==> config.mk <==
export PLATFORM = sky130hd
export DESIGN_NAME = tagalu_unit
export DESIGN_NICKNAME = d
export VERILOG_FILES = /design/src/rtl/tagalu_pkg.sv /design/src/rtl/tagalu_tag_check.sv /design/src/rtl/tagalu_addsub.sv /design/src/rtl/tagalu_flags.sv /design/src/rtl/tagalu_unit.sv
export SDC_FILE = /design/constraint.sdc
export NUM_CORES = 1
export LEC_CHECK = 0
export ABC_AREA = 1
export BUFFER_PORTS_ARGS = -buffer_cell sky130_fd_sc_hd__buf_2
export CAP_MARGIN = 20
export CORE_UTILIZATION = 30
export DETAILED_ROUTE_END_ITERATION = 12
export MAX_ROUTING_LAYER = met4
export SLEW_MARGIN = 20
export SYNTH_ARGS = -nofsm -noshare
export SYNTH_HDL_FRONTEND = slang
export SYNTH_SLANG_ARGS = --single-unit
export TNS_END_PERCENT = 1
==> constraint.sdc <==
create_clock -name clk -period 1 [get_ports clk]
set_clock_uncertainty 0.15 [all_clocks]
set_input_delay 0.15 -clock clk [delete_from_list [all_inputs] [get_ports clk]]
set_output_delay 0.15 -clock clk [all_outputs]
set_load 0.03 [all_outputs]
==> src/rtl/tagalu_pkg.sv <==
package tagalu_pkg;
  typedef struct packed {
    logic n;
    logic z;
    logic v;
    logic c;
  } cc_t;
endpackage

==> src/rtl/tagalu_tag_check.sv <==
module tagalu_tag_check #(
  parameter int W     = 64,
  parameter int TAG_W = 2
) (
  input  logic [W-1:0] a,
  input  logic [W-1:0] b,
  output logic         tag_bad
);
  always_comb tag_bad = |(a[TAG_W-1:0] | b[TAG_W-1:0]);
endmodule

==> src/rtl/tagalu_addsub.sv <==
module tagalu_addsub #(
  parameter int W    = 64,
  parameter int LO_W = 32
) (
  input  logic [W-1:0] a,
  input  logic [W-1:0] b,
  input  logic         sub,
  output logic [W-1:0] b_eff,
  output logic [W-1:0] sum,
  output logic         carry_lo,
  output logic         carry_hi
);
  localparam int HI_W = W - LO_W;

  logic [LO_W:0] lo_sum;
  logic [HI_W:0] hi_sum;

  // subtract as a + ~b + 1, split at the word boundary to expose the middle carry
  always_comb begin
    b_eff    = sub ? ~b : b;
    lo_sum   = {1'b0, a[LO_W-1:0]} + {1'b0, b_eff[LO_W-1:0]} + {{LO_W{1'b0}}, sub};
    carry_lo = lo_sum[LO_W];
    hi_sum   = {1'b0, a[W-1:LO_W]} + {1'b0, b_eff[W-1:LO_W]} + {{HI_W{1'b0}}, carry_lo};
    carry_hi = hi_sum[HI_W];
    sum      = {hi_sum[HI_W-1:0], lo_sum[LO_W-1:0]};
  end
endmodule

==> src/rtl/tagalu_flags.sv <==
module tagalu_flags
  import tagalu_pkg::*;
#(
  parameter int W    = 64,
  parameter int LO_W = 32
) (
  input  logic [W-1:0] a,
  input  logic [W-1:0] b_eff,
  input  logic [W-1:0] sum,
  input  logic         carry_lo,
  input  logic         carry_hi,
  input  logic         sub,
  input  logic         tag_bad,
  output cc_t          icc,
  output cc_t          xcc
);
  logic sovf_lo;
  logic sovf_hi;

  always_comb begin
    sovf_lo = (a[LO_W-1] == b_eff[LO_W-1]) && (sum[LO_W-1] != a[LO_W-1]);
    sovf_hi = (a[W-1] == b_eff[W-1]) && (sum[W-1] != a[W-1]);
    icc.n   = sum[LO_W-1];
    icc.z   = ~|sum[LO_W-1:0];
    icc.v   = sovf_lo | tag_bad;
    icc.c   = carry_lo ^ sub;
    xcc.n   = sum[W-1];
    xcc.z   = ~|sum;
    xcc.v   = sovf_hi;
    xcc.c   = carry_hi ^ sub;
  end
endmodule

==> src/rtl/tagalu_unit.sv <==
module tagalu_unit
  import tagalu_pkg::*;
#(
  parameter int W     = 64,
  parameter int LO_W  = 32,
  parameter int TAG_W = 2
) (
  input  logic         clk,
  input  logic         rst_n,
  input  logic         in_valid,
  input  logic         op_sub,
  input  logic         op_trap,
  input  logic [W-1:0] opa,
  input  logic [W-1:0] opb,
  output logic         out_valid,
  output logic [W-1:0] result,
  output logic [3:0]   icc,
  output logic [3:0]   xcc,
  output logic         wr_en,
  output logic         cc_we,
  output logic         tag_trap
);
  logic [W-1:0] b_eff;
  logic [W-1:0] sum;
  logic         carry_lo;
  logic         carry_hi;
  logic         tag_bad;
  cc_t          icc_c;
  cc_t          xcc_c;

  tagalu_tag_check #(.W(W), .TAG_W(TAG_W)) u_tag (
    .a(opa), .b(opb), .tag_bad(tag_bad)
  );

  tagalu_addsub #(.W(W), .LO_W(LO_W)) u_add (
    .a(opa), .b(opb), .sub(op_sub), .b_eff(b_eff), .sum(sum),
    .carry_lo(carry_lo), .carry_hi(carry_hi)
  );

  tagalu_flags #(.W(W), .LO_W(LO_W)) u_flg (
    .a(opa), .b_eff(b_eff), .sum(sum), .carry_lo(carry_lo),
    .carry_hi(carry_hi), .sub(op_sub), .tag_bad(tag_bad),
    .icc(icc_c), .xcc(xcc_c)
  );

  // next-state
  logic         vld_n, trap_n, wr_n;
  logic [W-1:0] res_n;
  logic [3:0]   icc_n, xcc_n;

  always_comb begin
    vld_n  = in_valid;
    trap_n = in_valid & op_trap & icc_c.v;
    wr_n   = in_valid & ~trap_n;
    res_n  = in_valid ? sum   : result;
    icc_n  = in_valid ? icc_c : icc;
    xcc_n  = in_valid ? xcc_c : xcc;
  end

  // control registers: every cycle
  always_ff @(posedge clk or negedge rst_n) begin
    if (!rst_n) begin
      out_valid <= 1'b0;
      wr_en     <= 1'b0;
      cc_we     <= 1'b0;
      tag_trap  <= 1'b0;
    end else begin
      out_valid <= vld_n;
      wr_en     <= wr_n;
      cc_we     <= wr_n;
      tag_trap  <= trap_n;
    end
  end

  // data registers: enabled by the operation strobe
  always_ff @(posedge clk or negedge rst_n) begin
    if (!rst_n) begin
      result <= '0;
      icc    <= '0;
      xcc    <= '0;
    end else if (in_valid) begin
      result <= res_n;
      icc    <= icc_n;
      xcc    <= xcc_n;
    end
  end
endmodule

==> results of run 1 <==
metal layers:
layer	track usage, %	vias up	wire length (um)
met5	-	-	0
met4	8.66	0	1060
met3	1.22	70	923
met2	42.0	242	16100
met1	27.2	4625	13800
li1	-	5312	-
worst max-delay path, delay by kind of cell:
family / cells / cell delay [ns]
AO/OA/AOI/OAI: 2 / 0.41
AND/OR/NAND/NOR: 17 / 1.29
XOR/XNOR: 2 / 0.34
adder cells (fa/ha/maj): 3 / 1.01
buffers and inverters: 5 / 0.58
flip-flops by register name (all words and copies together), names as in the netlist:
name	cells
icc	3
out_valid	1
xcc	4
result	63
tag_trap	1
cc_we	1
cell usage in the layout, fill, tap and decap left out, types with 9 or more instances in the layout:
| cell type | count |
|---|---|
| nand2_1 | 420 |
| buf_4 | 308 |
| inv_1 | 187 |
| buf_2 | 129 |
| nor2_1 | 115 |
| nand2_2 | 81 |
| buf_6 | 80 |
| dfrtp_1 | 71 |
| xor2_1 | 64 |
| ha_1 | 62 |
| nand3_1 | 50 |
| a21oi_1 | 41 |
| o21ai_1 | 35 |
| o21ai_0 | 27 |
| nand4_1 | 22 |
| nand3_2 | 18 |
| nand3b_1 | 16 |
| inv_2 | 16 |
| nand2_4 | 12 |
| a21oi_2 | 11 |
| nor3_1 | 11 |
| nor2_2 | 10 |
| a31oi_1 | 10 |
| clkbuf_16 | 9 |
timing repair:
action | in CTS | in global routing
hold endpoints to repair | 75 | 0
cloned | 2 | 0
pin swaps | 45 | 37
setup buffers | 21 | 8
resized for setup | 259 | 105
hold buffers | 2 | 0
endpoints found under the setup margin | 147 | 147
power breakdown:
part	switching, mW	internal (mW)	leakage (nW)	total (mW)
Combinational	6.79	5.91	6.46	12.7
Clock	1.28	2.24	0.151	3.52
Sequential	0.634	3.59	0.874	4.22
Total	8.71	11.7	7.48	20.4
worst paths after layout:
| kind | from | end | cells past startpoint |
|---|---|---|---|
| worst max-delay path | op_sub | xcc[2] | 29 |
| worst min-delay path | opa[63] | xcc[1] | 4 |
| worst max register to register | result[36] | result[36] | 2 |
| worst min register to register | result[35] | result[35] | 2 |
| max in group asynchronous | rst_n | xcc[3] | 3 |
| min in group asynchronous | rst_n | result[57] | 3 |
metrics by stage:
step / hold slack (ns) / setup slack [ns] / total power [mW] / utilization, % / std cells
final: 0.0793 / -2.70 / 20.4 / 50.4 / 2223
after global routing: 0.106 / -2.93 / 21.8 / 50.4 / 2223
after CTS: 0.0798 / -2.62 / 20.0 / 49.0 / 2215
after detailed placement: -0.00502 / -3.36 / 14.8 / 44.0 / 2175
after global placement: -0.0108 / -3.29 / 14.8 / 44.0 / 2175
after floorplan: -0.296 / -2.80 / 9.71 / - / 1366
cell families after synthesis:
| logic type | after synthesis |
|---|---|
| buf+inv | 231 |
| compound gates | 149 |
| simple gates | 770 |
| flops | 73 |
| fa+ha+maj | 65 |
| xor+xnor | 78 |
area by class of cell:
| type | instances | share of cell area, % |
|---|---|---|
| Clock buffer | 10 | 1.76 |
| Clock inverter | 5 | 0.589 |
| Inverter | 205 | 5.66 |
| Multi-Input combinational cell | 1062 | 45.6 |
| Sequential cell | 73 | 13.5 |
| Tap cell | 341 | 3.14 |
| Timing Repair Buffer | 527 | 29.8 |
==> metrics.cfg, run 1 <==
[timing]
worst_slack_ns = -2.70
finalCriticalPeriod_ns = 3.70
setup_tns_ns = -133.00
setup_viol_count_final = 147
fmax_ghz = 0.270
relSlewSlack_pct = 63.3
fin_crit_sh_pct = 370
rsz0062_at_grt = true
drv_slew = 0
worst_slew_pin_slew_ns = 0.551
hold_viol = 0

[floorplanning]
ios = 209
core_sq_mm = 0.0270
die_width_um = 168
die_y_um = 168
die-area_sq_mm = 0.0282
initial_core_util_pct = 30.7
fp-row-count = 60

[synth]
yosysMostFrequentCell = nand2_1
synth-seq-area-share_pct = 22.1
synthAdderAreaFrac_pct = 10.1
synth_xor_area_share_pct = 8.27
syn_inst = 1366
synth_area_leaders = nand2_1, dfrtp_1, ha_1
synth_top_family_by_area = simple AND/OR/NAND/NOR gates
synth_edf_count = 0
yosys-mux-area-fraction_pct = 0
syn_avg_cell_area_sq_um = 6.05
synth_fp_nets = 1564
async_reset_ff_share_pct = 100
ys_types = 37
yosysTopAreaCell = nand2_1
synth_warnings = 0
synth_top_flop_cell = dfrtp_1
netlist_top_cells_count = nand2_1, inv_1, nor2_1
ys_ff_latch = 73
yosys.area.top_type_share_pct = 22.4
synth_compound_area_share_pct = 9.66
synthSimpleGateAreaFrac_pct = 39.1
synth_area_sq_mm = 0.00826

[cells_and_area]
drive_above_1_share_pct = 38.7
num_antenna_cells = 0
n_fill_cell = 2748
syn2layout_area_growth_pct = 64.5
multi_input_area_sq_mm = 0.00619
register_area_sq_mm = 0.00183
fin_nets = 2076
final_cell_area_sq_mm = 0.0136

[critical_path]
setup.worst_path.end_class = flop
crit_top_cell = nand2_1
reg2reg_slack_ns = 0.09
startpoint_type = input port
worst_path_max_delay_cell = fa_2
slowest_delay_ns = 0.43
path_max_fanout = 7
critPathKind = input port to flop
crit_arrival_ns = 3.82
required_ns = 1.12

[worst_hold_path]
worstHoldPathType = input port to flop

[global_route]
grt_overflow = 0
antenna_found_initial = 0
grt_pass1_wl_um = 50400
grt_start_max_net_pins = 54
grt_pass1_vias = 10300
grt_usage_pct = 23.3

[detailed_routing]
wirelength_um = 31900
drtIter0Drc = 447
firstDrtPassIters = 4
routedWlPerCell_um = 14.3
vias_per_cell = 4.61
drc_errors = 0
num_vias = 10200
postRouteAntennaNets = 0

[clock_network]
clockRootBuffer = clkbuf_16
cts_tree = built
clk_pin_slew_ns = 0.06
htree_levels = 3
clock_sinks = 73
insertion_delay_ns = 0.33
cts.path.max_buffers = 2
cts_buffers = 9

[place]
post_dp_cell_area_sq_mm = 0.0119
gp_congestion = 0.902
port-buffer-count = 208
dp_hpwl_um = 26100

[pwr]
powerDensity_mw_per_mm2 = 1500
p_leak_nw = 7.48
worst_ir_drop_vdd_mv = 0.882

[outcome]
failed_checks = negative setup slack
outcome = finished with violations

[run]
drv_cap = 0

Power figures use the tool's default switching activity.
==> run 2: changes to the inputs <==
--- a/config.mk
+++ b/config.mk
@@ -11,6 +11,7 @@
 export CORE_UTILIZATION = 30
 export DETAILED_ROUTE_END_ITERATION = 12
 export MAX_ROUTING_LAYER = met4
+export SKIP_LAST_GASP = 1
 export SLEW_MARGIN = 20
 export SYNTH_ARGS = -nofsm -noshare
 export SYNTH_HDL_FRONTEND = slang
==> run 2 against run 1 <==
Compared with the run above: the run still ends with negative setup slack left; sequential share of layout area rose by 0.92 points; die area unchanged; clock power hardly changed; setup slack worse by 0.070 ns.
==> metrics.cfg, run 2 (same netlist as run 1, synthesis figures left out) <==
[cells_and_area]
n_fill_cell = 2852  ; +3.8%
drive_above_1_share_pct = 33.5  ; -5.3 points
mostFrequentLayoutCell = nand2_1
fin_util_pct = 47.1  ; -3.3 points
syn2layout_area_growth_pct = 53.8
fin_nets = 2077  ; +0.048%
register_area_sq_mm = 0.00183  ; -0.14%
top_register = result
final_cell_area_sq_mm = 0.0127  ; -6.5%
largestRegisters = result: 63 flops, xcc: 4 flops, icc: 3 flops
largest_reg_flops = 63  ; unchanged
multi_input_area_sq_mm = 0.00578  ; -6.6%
most-common-layout-cells = nand2_1, buf_4, buf_2
num_antenna_cells = 0  ; unchanged

[clock_network]
htree_levels = 3  ; unchanged
clk_pin_slew_ns = 0.06  ; about the same
insertion_delay_ns = 0.33  ; about the same
cts_tree = built
clock_sinks = 73  ; unchanged
cts_buffers = 9  ; unchanged
clockRootBuffer = clkbuf_16
cts.path.max_buffers = 2  ; unchanged

[timing]
setup_viol_count_final = 147  ; unchanged
rsz0062_at_grt = true
setup_tns_ns = -141.53  ; -8.53 ns
worst_slew_pin_slew_ns = 0.569  ; +0.0179 ns
finalCriticalPeriod_ns = 3.77  ; +0.0696 ns
holdWs_ns = 0.0822  ; +0.00285 ns
relSlewSlack_pct = 62.1  ; -1.2 points
drv_slew = 0  ; unchanged
worst_slack_ns = -2.77  ; -0.0696 ns
fmax_ghz = 0.265  ; -1.8%
fin_crit_sh_pct = 377  ; +7.0 points
hold_viol = 0  ; unchanged

[floorplanning]
fp-row-count = 60  ; unchanged
die_width_um = 168  ; unchanged
core_sq_mm = 0.0270  ; unchanged
die_y_um = 168  ; unchanged
die-area_sq_mm = 0.0282  ; unchanged
initial_core_util_pct = 30.7  ; unchanged
ios = 209  ; unchanged

[global_route]
antenna_found_initial = 0  ; unchanged
grt_pass1_vias = 9991  ; -3.3%
grt_start_max_net_pins = 54  ; unchanged
grt_overflow = 0  ; unchanged
grt_pass1_wl_um = 48900  ; -2.9%
grt_usage_pct = 22.7  ; -0.60 points

[critical_path]
r2r.worst_path.cells = 2  ; unchanged
reg2reg_slack_ns = 0.12  ; +0.03 ns
crit_arrival_ns = 3.89  ; +0.07 ns
setup.worst_path.end_class = flop
regToRegEndpoint = xcc[3]
startpoint = op_sub
path_max_fanout = 7  ; unchanged
r2r_start = xcc[3]
startpoint_type = input port
critPathKind = input port to flop
required_ns = 1.12  ; about the same

[detailed_routing]
postRouteAntennaNets = 0  ; unchanged
wirelength_um = 30900  ; -3.1%
vias_per_cell = 4.52  ; -2.0%
drc_errors = 0  ; unchanged
routedWlPerCell_um = 13.9  ; -3.1%
num_vias = 10100  ; -1.9%
firstDrtPassIters = 5  ; +1
drtIter0Drc = 451  ; +0.89%

[pwr]
powerDensity_mw_per_mm2 = 1490  ; -1.1%
worst_ir_drop_vdd_mv = 0.877  ; -0.54%
p_leak_nw = 7.25  ; -3.1%

[worst_hold_path]
min_to = xcc[1]
worstHoldPathType = input port to flop
hold_start = opa[63]
hold_depth = 4  ; unchanged

[place]
place_ws_ns = -3.36  ; unchanged
post_dp_cell_area_sq_mm = 0.0119  ; unchanged
port-buffer-count = 208  ; unchanged
gp_congestion = 0.902  ; unchanged
dp_hpwl_um = 26100  ; unchanged

[run]
drv_cap = 0  ; unchanged

[outcome]
outcome = finished with violations
failed_checks = negative setup slack

[run 2: how the worst max path moves through the flow]
stage / to / slack, ns / cells past startpoint
floorplan: xcc[2] / -2.80 / 30
global placement: xcc[2] / -3.29 / 29
detailed placement: xcc[2] / -3.36 / 29
CTS: xcc[2] / -2.63 / 28
global route: xcc[2] / -2.96 / 33
finish: xcc[2] / -2.77 / 28
[run 2: repair_timing]
| item | in CTS | in global routing |
|---|---|---|
| setup buffers | 21 | 9 |
| cloned | 2 | 0 |
| setup endpoints to repair | 147 | 147 |
| pin swaps | 33 | 22 |
| resized for setup | 40 | 22 |
| hold buffers | 2 | 0 |
| hold endpoints to repair | 75 | 0 |
[run 2: power breakdown]
part | total, mW | switching (mW) | internal, mW
clock | 3.51 | 1.28 | 2.24
sequential | 4.06 | 0.476 | 3.58
combinational | 11.3 | 6.43 | 4.91
[run 2: through the flow]
step,instances,power [mW]
floorplan,1366,9.71
global placement,2175,14.8
detailed placement,2175,14.8
CTS,2215,18.9
global route,2224,20.3
finish,2224,18.9
[run 2: layout make-up]
class / count / share of cell area, %
Clock buffer: 10 / 1.88
Clock inverter: 5 / 0.630
Inverter: 205 / 6.06
Multi-Input combinational cell: 1062 / 45.5
Sequential cell: 73 / 14.4
Tap cell: 341 / 3.36
Timing Repair Buffer: 528 / 28.2
[run 2: worst max-delay path, stage by stage]
cell	delay, ns
buf_12	0.13
buf_12	0.14
xor2_1	0.16
ha_1	0.34
nand2_2	0.09
buf_4	0.14
nor4_2	0.25
buf_4	0.19
nand3_4	0.09
nand2_4	0.10
a21oi_4	0.08
fa_2	0.39
inv_2	0.08
fa_2	0.27
nand2_1	0.08
nand3_1	0.08
nand3_2	0.08
nand2_2	0.11
nand2_1	0.06
nand2_1	0.10
nand3_1	0.09
nor2_1	0.14
nand4_1	0.15
nor2_1	0.12
nand2_1	0.06
nor2_1	0.08
nand2_1	0.05
nand2_1	0.06
[run 2: per-layer routing]
metal,track usage [%],wire length (um)
met3,1.08,964
met1,26.9,13700
met5,-,0
met2,41.3,15600
met4,6.54,630
